## config.mk

```make
export PLATFORM = sky130hd
export DESIGN_NAME = disp_ctl
export DESIGN_NICKNAME = d
export VERILOG_FILES = /design/src/rtl/disp_ctl_pkg.sv /design/src/rtl/disp_run_fsm.sv /design/src/rtl/disp_flag_bank.sv /design/src/rtl/disp_ctl.sv
export SDC_FILE = /design/constraint.sdc
export NUM_CORES = 1
export LEC_CHECK = 0
export BUFFER_PORTS_ARGS = -buffer_cell sky130_fd_sc_hd__buf_4
export CAP_MARGIN = 20
export CORE_MARGIN = 4
export CORE_UTILIZATION = 45
export CTS_CLUSTER_DIAMETER = 120
export DETAILED_ROUTE_END_ITERATION = 10
export GPL_ROUTABILITY_DRIVEN = 1
export PLACE_DENSITY = 0.8
export SLEW_MARGIN = 20
export SYNTH_ARGS = -nofsm -noshare
export SYNTH_HDL_FRONTEND = slang
export SYNTH_SLANG_ARGS = --single-unit
```

## constraint.sdc

```tcl
create_clock -name clk -period 6.3 [get_ports clk]
set_clock_uncertainty 0.2 [all_clocks]
set_input_delay 0.945 -clock clk [delete_from_list [all_inputs] [get_ports clk]]
set_output_delay 0.945 -clock clk [all_outputs]
set_load 0.02 [all_outputs]
```

## src/rtl/disp_ctl_pkg.sv

```systemverilog
package disp_ctl_pkg;
  // Control register bit positions
  localparam int C_RUN_EN   = 3;
  localparam int C_STOP_REQ = 4;
  localparam int C_IE_ABRT  = 7;
  localparam int C_IE_GRACE = 8;
  localparam int C_IE_FST   = 12;
  localparam int C_IE_FEND  = 13;
  // Status register bit positions
  localparam int S_STOPPED  = 0;
  localparam int S_FLAG_LSB = 2;   // flags occupy bits 2..5
  localparam int N_FLAGS    = 4;   // grace-done, abrupt-done, frame-start, frame-end

  localparam logic [31:0] CTRL_MASK = (32'd1 << C_RUN_EN) | (32'd1 << C_STOP_REQ) |
                                      (32'd1 << C_IE_ABRT) | (32'd1 << C_IE_GRACE) |
                                      (32'd1 << C_IE_FST)  | (32'd1 << C_IE_FEND);

  typedef enum logic [1:0] {
    ST_STOPPED = 2'd0,
    ST_ACTIVE  = 2'd1,
    ST_DRAIN   = 2'd2
  } run_state_e;
endpackage

```

## src/rtl/disp_run_fsm.sv

```systemverilog
module disp_run_fsm
  import disp_ctl_pkg::*;
(
  input  logic clk,
  input  logic rst,
  input  logic en_nxt,
  input  logic stop_nxt,
  input  logic frame_end,
  output logic run_q,
  output logic grace_done,
  output logic abrupt_done
);
  run_state_e st_q, st_d;

  always_comb begin
    st_d        = st_q;
    grace_done  = 1'b0;
    abrupt_done = 1'b0;
    case (st_q)
      ST_STOPPED: if (en_nxt && !stop_nxt) st_d = ST_ACTIVE;
      ST_ACTIVE: begin
        if (!en_nxt) begin
          st_d = ST_STOPPED;
          abrupt_done = 1'b1;
        end else if (stop_nxt) begin
          st_d = ST_DRAIN;
        end
      end
      ST_DRAIN: begin
        if (!en_nxt) begin
          st_d = ST_STOPPED;
          abrupt_done = 1'b1;
        end else if (!stop_nxt) begin
          st_d = ST_ACTIVE;
        end else if (frame_end) begin
          st_d = ST_STOPPED;
          grace_done = 1'b1;
        end
      end
      default: st_d = ST_STOPPED;
    endcase
  end

  always_ff @(posedge clk) begin
    if (rst) begin
      st_q  <= ST_STOPPED;
      run_q <= 1'b0;
    end else begin
      st_q  <= st_d;
      run_q <= (st_d != ST_STOPPED);
    end
  end
endmodule

```

## src/rtl/disp_flag_bank.sv

```systemverilog
module disp_flag_bank #(
  parameter int N = 4
) (
  input  logic         clk,
  input  logic         rst,
  input  logic [N-1:0] set,
  input  logic         clr_wr,
  input  logic [N-1:0] keep_bits,
  input  logic [N-1:0] en_nxt,
  output logic [N-1:0] flags_q,
  output logic         irq_q
);
  logic [N-1:0] flags_d;

  for (genvar i = 0; i < N; i++) begin : g_flag
    always_comb begin
      flags_d[i] = set[i] | (flags_q[i] & ~(clr_wr & ~keep_bits[i]));
    end
    always_ff @(posedge clk) begin
      if (rst) flags_q[i] <= 1'b0;
      else     flags_q[i] <= flags_d[i];
    end
  end

  always_ff @(posedge clk) begin
    if (rst) irq_q <= 1'b0;
    else     irq_q <= |(flags_d & en_nxt);
  end
endmodule

```

## src/rtl/disp_ctl.sv

```systemverilog
module disp_ctl
  import disp_ctl_pkg::*;
#(
  parameter int ADDR_W   = 4,
  parameter int DATA_W   = 32,
  parameter int CTRL_IDX = 0,
  parameter int STAT_IDX = 1
) (
  input  logic              clk,
  input  logic              rst,
  input  logic              bus_wr,
  input  logic [ADDR_W-1:0] bus_addr,
  input  logic [DATA_W-1:0] bus_wdata,
  output logic [DATA_W-1:0] bus_rdata,
  input  logic              frame_start,
  input  logic              frame_end,
  output logic              run,
  output logic              irq
);
  localparam logic [ADDR_W-1:0] A_CTRL = ADDR_W'(CTRL_IDX);
  localparam logic [ADDR_W-1:0] A_STAT = ADDR_W'(STAT_IDX);
  localparam logic [DATA_W-1:0] MASK_W = DATA_W'(CTRL_MASK);

  logic [DATA_W-1:0]  ctrl_q, ctrl_d;
  logic               ctrl_wr, stat_wr;
  logic               grace_done, abrupt_done;
  logic [N_FLAGS-1:0] flag_set, flag_keep, flag_en, flag_q;
  logic [DATA_W-1:0]  status;

  assign ctrl_wr = bus_wr && (bus_addr == A_CTRL);
  assign stat_wr = bus_wr && (bus_addr == A_STAT);
  assign ctrl_d  = ctrl_wr ? (bus_wdata & MASK_W) : ctrl_q;

  always_ff @(posedge clk) begin
    if (rst) ctrl_q <= '0;
    else     ctrl_q <= ctrl_d;
  end

  disp_run_fsm u_fsm (
    .clk        (clk),
    .rst        (rst),
    .en_nxt     (ctrl_d[C_RUN_EN]),
    .stop_nxt   (ctrl_d[C_STOP_REQ]),
    .frame_end  (frame_end),
    .run_q      (run),
    .grace_done (grace_done),
    .abrupt_done(abrupt_done)
  );

  assign flag_set  = {frame_end & run, frame_start & run, abrupt_done, grace_done};
  assign flag_keep = bus_wdata[S_FLAG_LSB +: N_FLAGS];
  assign flag_en   = {ctrl_d[C_IE_FEND], ctrl_d[C_IE_FST], ctrl_d[C_IE_ABRT], ctrl_d[C_IE_GRACE]};

  disp_flag_bank #(.N(N_FLAGS)) u_flags (
    .clk      (clk),
    .rst      (rst),
    .set      (flag_set),
    .clr_wr   (stat_wr),
    .keep_bits(flag_keep),
    .en_nxt   (flag_en),
    .flags_q  (flag_q),
    .irq_q    (irq)
  );

  always_comb begin
    status = '0;
    status[S_STOPPED] = ~run;
    status[S_FLAG_LSB +: N_FLAGS] = flag_q;
  end

  always_ff @(posedge clk) begin
    if (rst)                    bus_rdata <= '0;
    else if (bus_addr == A_CTRL) bus_rdata <= ctrl_q;
    else if (bus_addr == A_STAT) bus_rdata <= status;
    else                        bus_rdata <= '0;
  end
endmodule

```

== After elaboration in Yosys (flattened, before gate mapping) ==
Index checks and enable logic that the tools add are counted.
W data, S select, Z words.

* Equality and inequality tests: 3
* Bitwise operators: 25
* Multiplexer cells: 16
* Reduce and logical (&&, ||, !) cells: 11

{| class="wikitable"
|+ Operator list
! cell !! count
|-
| $mux W14 || 2
|-
| $mux W2 || 6
|-
| $and A1 B1 Y1 || 10
|-
| $not A1 Y1 || 10
|-
| $mux W1 || 6
|-
| $mux W6 || 1
|-
| $pmux W2 S3 || 1
|-
| $and A4 B4 Y4 || 1
|-
| $eq A4 B1 Y1 const B || 1
|-
| $logic_not A4 Y1 || 1
|-
| $or A1 B1 Y1 || 4
|-
| $reduce_or A2 Y1 || 2
|-
| $reduce_or A4 Y1 || 1
|-
| $logic_and A1 B1 Y1 || 3
|-
| $reduce_or A3 Y1 || 1
|-
| $eq A2 B1 Y1 const B || 1
|-
| $eq A2 B2 Y1 const B || 1
|-
| $logic_not A2 Y1 || 1
|-
| $reduce_bool A2 Y1 || 1
|-
| $logic_not A1 Y1 || 1
|}

* Register bits after elaboration: 46
* Bits of input ports: 41
* Output and inout bits: 34
* Word-level logic and storage cells: 66

== Longest topological paths before layout ==
Gate-level depths: netlist (run 1).

* Depth in word-level cells: 9
* Mapped depth: 7
* Mapped depth without buffers: 7

== Modules after synthesis ==
Synthesis (run 1) repeated with hierarchy kept, for this count alone.

* Cells, all modules: 133
* Area total of the unflattened synthesis: 1,296.2 um^2

{| class="wikitable"
|+ By module, submodules not included
! module !! area an instance (um^2) !! seq. area each (um^2) !! cells an instance !! times used
|-
| disp_ctl || 814.5 || 300.3 || 84 || 1
|-
| disp_flag_bank || 242.7 || 100.1 || 22 || 1
|-
| disp_run_fsm || 239.0 || 60.1 || 27 || 1
|}

== Worst setup path after synthesis (run 1) ==
OpenSTA, ideal clock, no wires.

* Kind: input to register
* From: in bus_addr[1]
* To: reg u_flags.irq_q
* Buffers on the path: 0
* Required time: 5.976 ns
* Setup slack: 3.379 ns
* Arrival: 2.596 ns
* Stages on the path: 4
* Library setup time: 0.124 ns
* Cell sequence: or4b_4 > nor2_1 > mux2_2 > a2111o_1

* Longest elaborated chain between the ends: 9
* Elaborated cells on any way between the ends: 28
* Classes of those cells: eq/ne: 1; mux: 6; bitwise: 17; reduce/logical: 4

{| class="wikitable"
|+ Ends and longest elaborated chain
! element !! RTL line !! RTL
|-
| from (decl) || disp_ctl.sv:12 || <nowiki>input logic [ADDR_W-1:0] bus_addr,</nowiki>
|-
| $logic_not A4 Y1 || disp_ctl.sv:30 || <nowiki>assign ctrl_wr = bus_wr && (bus_addr == A_CTRL);</nowiki>
|-
| $logic_and A1 B1 Y1 || disp_ctl.sv:30 ||
|-
| $mux W14 || disp_ctl.sv:32 || <nowiki>assign ctrl_d = ctrl_wr ? (bus_wdata & MASK_W) : ctrl_q;</nowiki>
|-
| $mux W1 || disp_run_fsm.sv:33 || <nowiki>end else if (!stop_nxt) begin</nowiki>
|-
| $mux W1 || disp_run_fsm.sv:30 || <nowiki>if (!en_nxt) begin</nowiki>
|-
| $mux W1 || disp_run_fsm.sv:19 || <nowiki>case (st_q)</nowiki>
|-
| $or A1 B1 Y1 || disp_flag_bank.sv:17 || <nowiki>flags_d[i] = set[i] | (flags_q[i] & ~(clr_wr & ~keep_bits[i]));</nowiki>
|-
| $and A4 B4 Y4 (*) || disp_flag_bank.sv:27 || <nowiki>else irq_q <= |(flags_d & en_nxt);</nowiki>
|-
| $reduce_or A4 Y1 (*) || disp_flag_bank.sv:27 ||
|-
| to (signal assigned) || disp_flag_bank.sv:27 ||
|-
| to (decl) || disp_flag_bank.sv:11 || <nowiki>output logic irq_q</nowiki>
|}

Every way passes the cells marked *; elsewhere a longest branch is shown, timed or not.
A chain may end at the register's enable or synchronous reset.

== Final worst setup path (run 1) ==
Same ends and word-level chain as after synthesis.

==> results of run 1 <==
state kept, by name, indices dropped and copies added, names as in the netlist:
register and cells:
u_flags.irq_q 1, u_fsm.st_q 2, u_flags.flags_q 4, ctrl_q 6, bus_rdata 9, u_fsm.run_q 1
where the power goes:
part | switching [mW] | total, mW | internal (mW)
clock network | 0.0453 | 0.0691 | 0.0238
logic | 0.0235 | 0.0340 | 0.0105
registers | 0.00105 | 0.148 | 0.147
total | 0.0698 | 0.251 | 0.181
cell families after synthesis:
group | count (synthesis)
AO/OA/AOI/OAI | 23
multiplexers | 6
other | 1
AND/OR/NAND/NOR | 45
adder cells (fa/ha/maj) | 4
flip-flops | 23
buffers and inverters | 29
metal layers:
metal  track usage  vias to the layer above  part of all wire
met1         0.179                      452              0.39
met3        0.0218                        5              0.10
met4        0.0939                        0             0.024
met2         0.256                       49              0.49
met5             0                        -                 0
li1              -                      472                 -
through the flow:
step | power (mW) | instance area, sq um | setup slack, ns | utilization
2_1_floorplan | 0.182 | 1260 | 3.38 | -
3_3_place_gp | 0.183 | 1320 | 3.03 | 0.532
3_5_place_dp | 0.184 | 1320 | 2.97 | 0.532
4_1_cts | 0.251 | 1350 | 3.31 | 0.543
5_1_grt | 0.259 | 1350 | 3.32 | 0.545
6_report | 0.251 | 1350 | 3.42 | 0.545
synth_stat cells, types with 2 or more instances:
library cell and count:
inv_1 3, and3_1 6, dfxtp_1 23, ha_1 4
nand2_1 6, clkbuf_1 3, nor2_1 10, buf_4 23
nor3_1 3, a21oi_1 9, o21ai_0 5, nand3_1 4
nor2b_1 3, mux2i_1 5, nand2b_1 2, nor4b_1 2
final timing paths:
kind | end | start | depth (start not counted) | slack [ns]
worst max register to register | u_flags.irq_q | u_fsm.st_q[0] | 7 | 4.28
worst max-delay path | u_flags.irq_q | bus_addr[1] | 5 | 3.42
worst min register to register | bus_rdata[5] | u_flags.flags_q[3] | 1 | 0.30
worst min-delay path | bus_rdata[5] | u_flags.flags_q[3] | 1 | 0.30
critical path: stages:
cell and delay [ns]:
buf_4 0.13, or4b_4 0.58, nor2_1 0.45, mux2_2 0.41
a2111o_1 0.40
area by class of cell:
type,count,share of cell area
multi-input combinational,101,0.453
sequential,23,0.341
timing repair buffer,27,0.150
tap,30,0.0278
clock buffer,3,0.0167
inverter,3,0.00833
clock inverter,1,0.00370
==> key figures, run 1 <==
Final layout
  – Filler instances: ~240
  – Final-stage net count: 204
  – Syn-to-layout area delta: 14.7%
  – Ant. Diodes: 0
  – Fin cells: 188
  – Multi-input logic area: 612 sq um
  – Layout cells sized above 1: 0.234
  – Most frequent cells in the layout: 27 x buf_4, 23 x conb_1, 23 x dfxtp_1
  – Storage element area: 460 sq um
  – Commonest non-fill, non-tap cell in the layout: buf_4

STA
  – Rel. slew slack: 0.471
  – RSZ-0062 raised after global routing: no
  – Setup violations, final: 0
  – Highest clock rate: 347 MHz
  – Worst hold margin: 0.301 ns
  – Post-layout min period: 2.88 ns
  – Worst slew pin tran: 0.786 ns
  – Slew Viols, Final: 0
  – Final worst-path cycle share: 0.457
  – Fin. Hold Viols: 0
  – Setup TNS: 0 ns

Synth
  – Largest family of logic cells by synthesized area: simple AND/OR/NAND/NOR gates
  – Register area share after synthesis: 0.391
  – Flop and latch count out of synthesis: 23
  – Post-synthesis cell type count: 36
  – Leading area contributor after synthesis: dfxtp_1
  – Top cells by area, synth: dfxtp_1 39%, buf_4 15%, ha_1 4.2%, mux2i_1 4.2%, a21oi_1 3.8%
  – Mean Syn Cell Area: between 8 and 9 sq um
  – Post-synth EDFFs: 0
  – Synth Flop Type: dfxtp_1
  – Fraction of registers with async set/reset: 0
  – Simple-Gate Fraction of Synth Area: 0.214
  – Xor and xnor area share after synthesis: 0
  – Ys Warns: 0
  – Proportion of synthesized area in mux cells: 0.0520
  – Compound-cell area share of the yosys netlist: 0.132
  – Synthesized area: around 1200 sq um
  – Syn Inst Count: between 100 and 150
  – Synth Area in Adders: 0.0425
  – Top cell type's share of synthesized area: 0.391

Pwr
  – Pwr dens: roughly 190 nW/um^2
  – VDD IR max: 96.9 uV
  – Lkg Pwr: a little over 0.6 nW

Clocking
  – H-tree levels: 1
  – Clk sinks: 23
  – CTS tree: done
  – CTS Buf Count: 3
  – CTS-repair resized insts: 0
  – Root Driver: clkbuf_4
  – Buffers inserted by post-CTS timing repair: 0
  – Clock slew at reported path FFs: 0.13 ns
  – Clk_lat worst skew: 0.33 ns
  – Post-CTS Hold Fix Bufs: 0
  – Largest buffer count on any clock path: 2

Floorplanning
  – Initial Util: 0.476
  – Vert. Die Dim: 59.2 microns
  – Std-Cell Rows: 18
  – Die Width: 59.2 microns
  – Area of the core: 2480 sq um
  – I/O Pins: 75
  – Die footprint: approximately 3500 sq um

Placed design
  – Post-DP HPWL: between 2000 and 2500 microns
  – RD Place Congestion: between 0.8 and 0.9
  – Placed Cells: 184
  – PortBufs: 27

Route
  – Vias/cell: 5.20
  – Final ANT Viol Nets: 0
  – Starting DRT DRC Count: 44
  – 1st-pass router iterations: 4
  – Drt wl/cell: 13.9 microns
  – Drc violations: 0
  – Total Wirelength: about 2600 microns
  – DR vias: 978

GRT
  – GRT Total Usage: 0.151
  – Vias in the first global route: 888
  – First-pass GRT wire length: 4030 microns
  – Initial antenna violation count: 0
  – Largest net degree at the start of global routing: 16
  – Grt ovf: 0

Setup path
  – CP Data Required Time: 6.33 ns
  – Worst EP arrival: 2.91 ns
  – Worst Path Max Fanout: 6
  – Setup crit end kind: flop
  – Startpoint Class: input port
  – Setup CP Type: input port to flop

Min path
  – Worst Hold Class: flop to flop

Run status
  – Status: completed

Run
  – MaxCap Viol Count: 0
Note: power is estimated with default switching activity, not from simulation.
==> inputs of run 2 (changes only) <==
- CORE_UTILIZATION: 45 -> 38
- PLACE_DENSITY: 0.8 -> 0.72
- clock period: 6.3 -> 2.5 ns (I/O delays scaled with it)
==> run 2 against run 1 <==
Cell area grew 2.4%. Clock power grew 140%. Setup slack lost 3.1 ns. Sequential cell count is the same. Combinational power grew to 2.6 times the previous value. Die area grew 16%. Register-to-register slack lost 3.8 ns. Count of clock-buffer cells in the layout is the same. Non-clock buffer count grew 5. Critical endpoint unchanged. Largest cell class unchanged. Highest routed layer unchanged.
==> key figures, run 2 (synthesized netlist as in run 1, its figures left out) <==
Final layout
  – Fin cells: 194 (+3.2%)
  – Most frequent cells in the layout: 32 x buf_4, 23 x conb_1, 23 x dfxtp_1
  – Syn-to-layout area delta: 17.4%
  – Top reg by flops: bus_rdata
  – Biggest regs: bus_rdata: 9 flops, ctrl_q: 6 flops, u_flags.flags_q: 4 flops
  – Ant. Diodes: 0 (unchanged)
  – Filler instances: 286 (+17%)
  – Finished Cell Area: 1380 sq um (+2.4%)
  – Final-stage net count: 209 (+2.5%)
  – Max reg flops: 9 (unchanged)
  – Layout cells sized above 1: 0.252 (+0.0174)
  – Finished Core Util: 0.485 (-0.0604)
  – Commonest non-fill, non-tap cell in the layout: buf_4

STA
  – Fin. Hold Viols: 0 (unchanged)
  – Setup violations, final: 0 (unchanged)
  – Slew Viols, Final: 0 (unchanged)
  – Final worst-path cycle share: 0.864
  – Setup TNS: 0 ns (unchanged)
  – Worst hold margin: 0.124 ns (-0.177 ns)
  – Final setup margin: 0.341 ns (-3.08 ns)
  – Highest clock rate: 463 MHz
  – RSZ-0062 raised after global routing: no
  – Post-layout min period: 2.16 ns

Route
  – Final ANT Viol Nets: 0 (unchanged)
  – Drc violations: 0 (unchanged)
  – 1st-pass router iterations: 4 (unchanged)
  – Total Wirelength: 2500 microns (-4.0%)
  – Drt wl/cell: 12.9 microns (-7.0%)
  – DR vias: 981 (+0.31%)
  – Vias/cell: 5.06 (-2.8%)
  – Starting DRT DRC Count: 35 (-20%)

Clocking
  – Largest buffer count on any clock path: 2 (unchanged)
  – Post-CTS Hold Fix Bufs: 0 (unchanged)
  – CTS-repair resized insts: 0 (unchanged)
  – CTS tree: done
  – Clk_lat worst skew: 0.30 ns (-0.03 ns)
  – Clock slew at reported path FFs: 0.12 ns (about the same)
  – CTS Buf Count: 3 (unchanged)
  – H-tree levels: 1 (unchanged)
  – Buffers inserted by post-CTS timing repair: 0 (unchanged)
  – Clk sinks: 23 (unchanged)
  – Root Driver: clkbuf_4

Setup path
  – Startpoint Class: input port
  – CP Data Required Time: 2.50 ns (-3.83 ns)
  – FF-to-FF setup slack: 0.47 ns (-3.81 ns)
  – Worst-case reg-to-reg path depth: 7 (unchanged)
  – Worst EP arrival: 2.16 ns (-0.75 ns)
  – Worst Path Max Fanout: 6 (unchanged)
  – Setup CP Type: input port to flop
  – Setup crit end kind: flop
  – Reg2reg end: u_flags.irq_q
  – Worst R2R Start: u_fsm.st_q[0]

Pwr
  – VDD IR max: 332 uV (+240%)
  – Pwr dens: 454 nW/um^2 (+140%)
  – Total power: 0.628 mW (+150%)
  – Lkg Pwr: 0.639 nW (+3.9%)

Run
  – MaxCap Viol Count: 0 (unchanged)

GRT
  – GRT Total Usage: 0.121 (-0.0306)
  – Grt ovf: 0 (unchanged)
  – Largest net degree at the start of global routing: 16 (unchanged)
  – Initial antenna violation count: 0 (unchanged)
  – Vias in the first global route: 898 (+1.1%)
  – First-pass GRT wire length: 3930 microns (-2.4%)

Min path
  – Hold Crit Start: bus_wdata[13]
  – Worst Hold Class: input port to flop
  – Hold path depth: 3 (+2)
  – WHS Endpoint: ctrl_q[13]

Placed design
  – RD Place Congestion: 0.854 (-4.3%)
  – Pre-CTS WS: 0.0221 ns (-2.95 ns)
  – Post-DP HPWL: 2000 microns (-1.6%)
  – Placed Cells: 190 (+3.3%)
  – Placed Area: 1360 sq um (+2.9%)
  – PortBufs: 27 (unchanged)

Floorplanning
  – Area of the core: 2850 sq um (+15%)
  – Vert. Die Dim: 63.7 microns (+7.6%)
  – Die footprint: 4060 sq um (+16%)
  – Die Width: 63.7 microns (+7.6%)
  – Std-Cell Rows: 19 (+1)
  – I/O Pins: 75 (unchanged)
  – Initial Util: 0.413 (-0.0626)

Run status
  – Status: completed
## run 2: cell types whose count changed in the layout (fill, tap and decap cells not counted)
cell and change:
buf_4 +5, nor4b_2 -1, nor4b_1 +1
## run 2: final cells by class
type	count	area, sq um	share of cell area
clock buffer	3	22.5	0.0163
clock inverter	1	5.00	0.00362
inverter	3	11.3	0.00814
multi-input combinational	101	606	0.438
sequential	23	460	0.333
tap	31	38.8	0.0280
timing repair buffer	32	240	0.174
## run 2: worst max-delay path by stage
stage               slack [ns]  cells past startpoint             to           from
finish                    0.34                      6  u_flags.irq_q    bus_addr[1]
global route              0.27                      7  u_flags.irq_q  u_fsm.st_q[0]
CTS                       0.35                      6  u_flags.irq_q    bus_addr[1]
detailed placement        0.02                      6  u_flags.irq_q    bus_addr[1]
global placement          0.02                      6  u_flags.irq_q    bus_addr[1]
floorplan                 0.15                      4  u_flags.irq_q    bus_addr[1]
## run 2: critical path, stage by stage
cell,delay [ns]
buf_4,0.12
or4b_4,0.58
or3_1,0.35
a221oi_2,0.27
nor3_1,0.08
a2111o_1,0.38
## run 2: power breakdown
part           total [mW]  internal (mW)  switching (mW)  leakage [nW]
clock               0.168         0.0597           0.109        0.0177
sequential          0.372          0.370         0.00256         0.185
combinational      0.0870         0.0286          0.0584         0.436
total               0.628          0.458           0.170         0.639
## run 2: layer usage
layer | wire, microns | GRT usage
met1 | 1130 | 0.150
met2 | 1150 | 0.190
met3 | 193 | 0.0462
met4 | 23 | 0.0404
met5 | 0 | 0
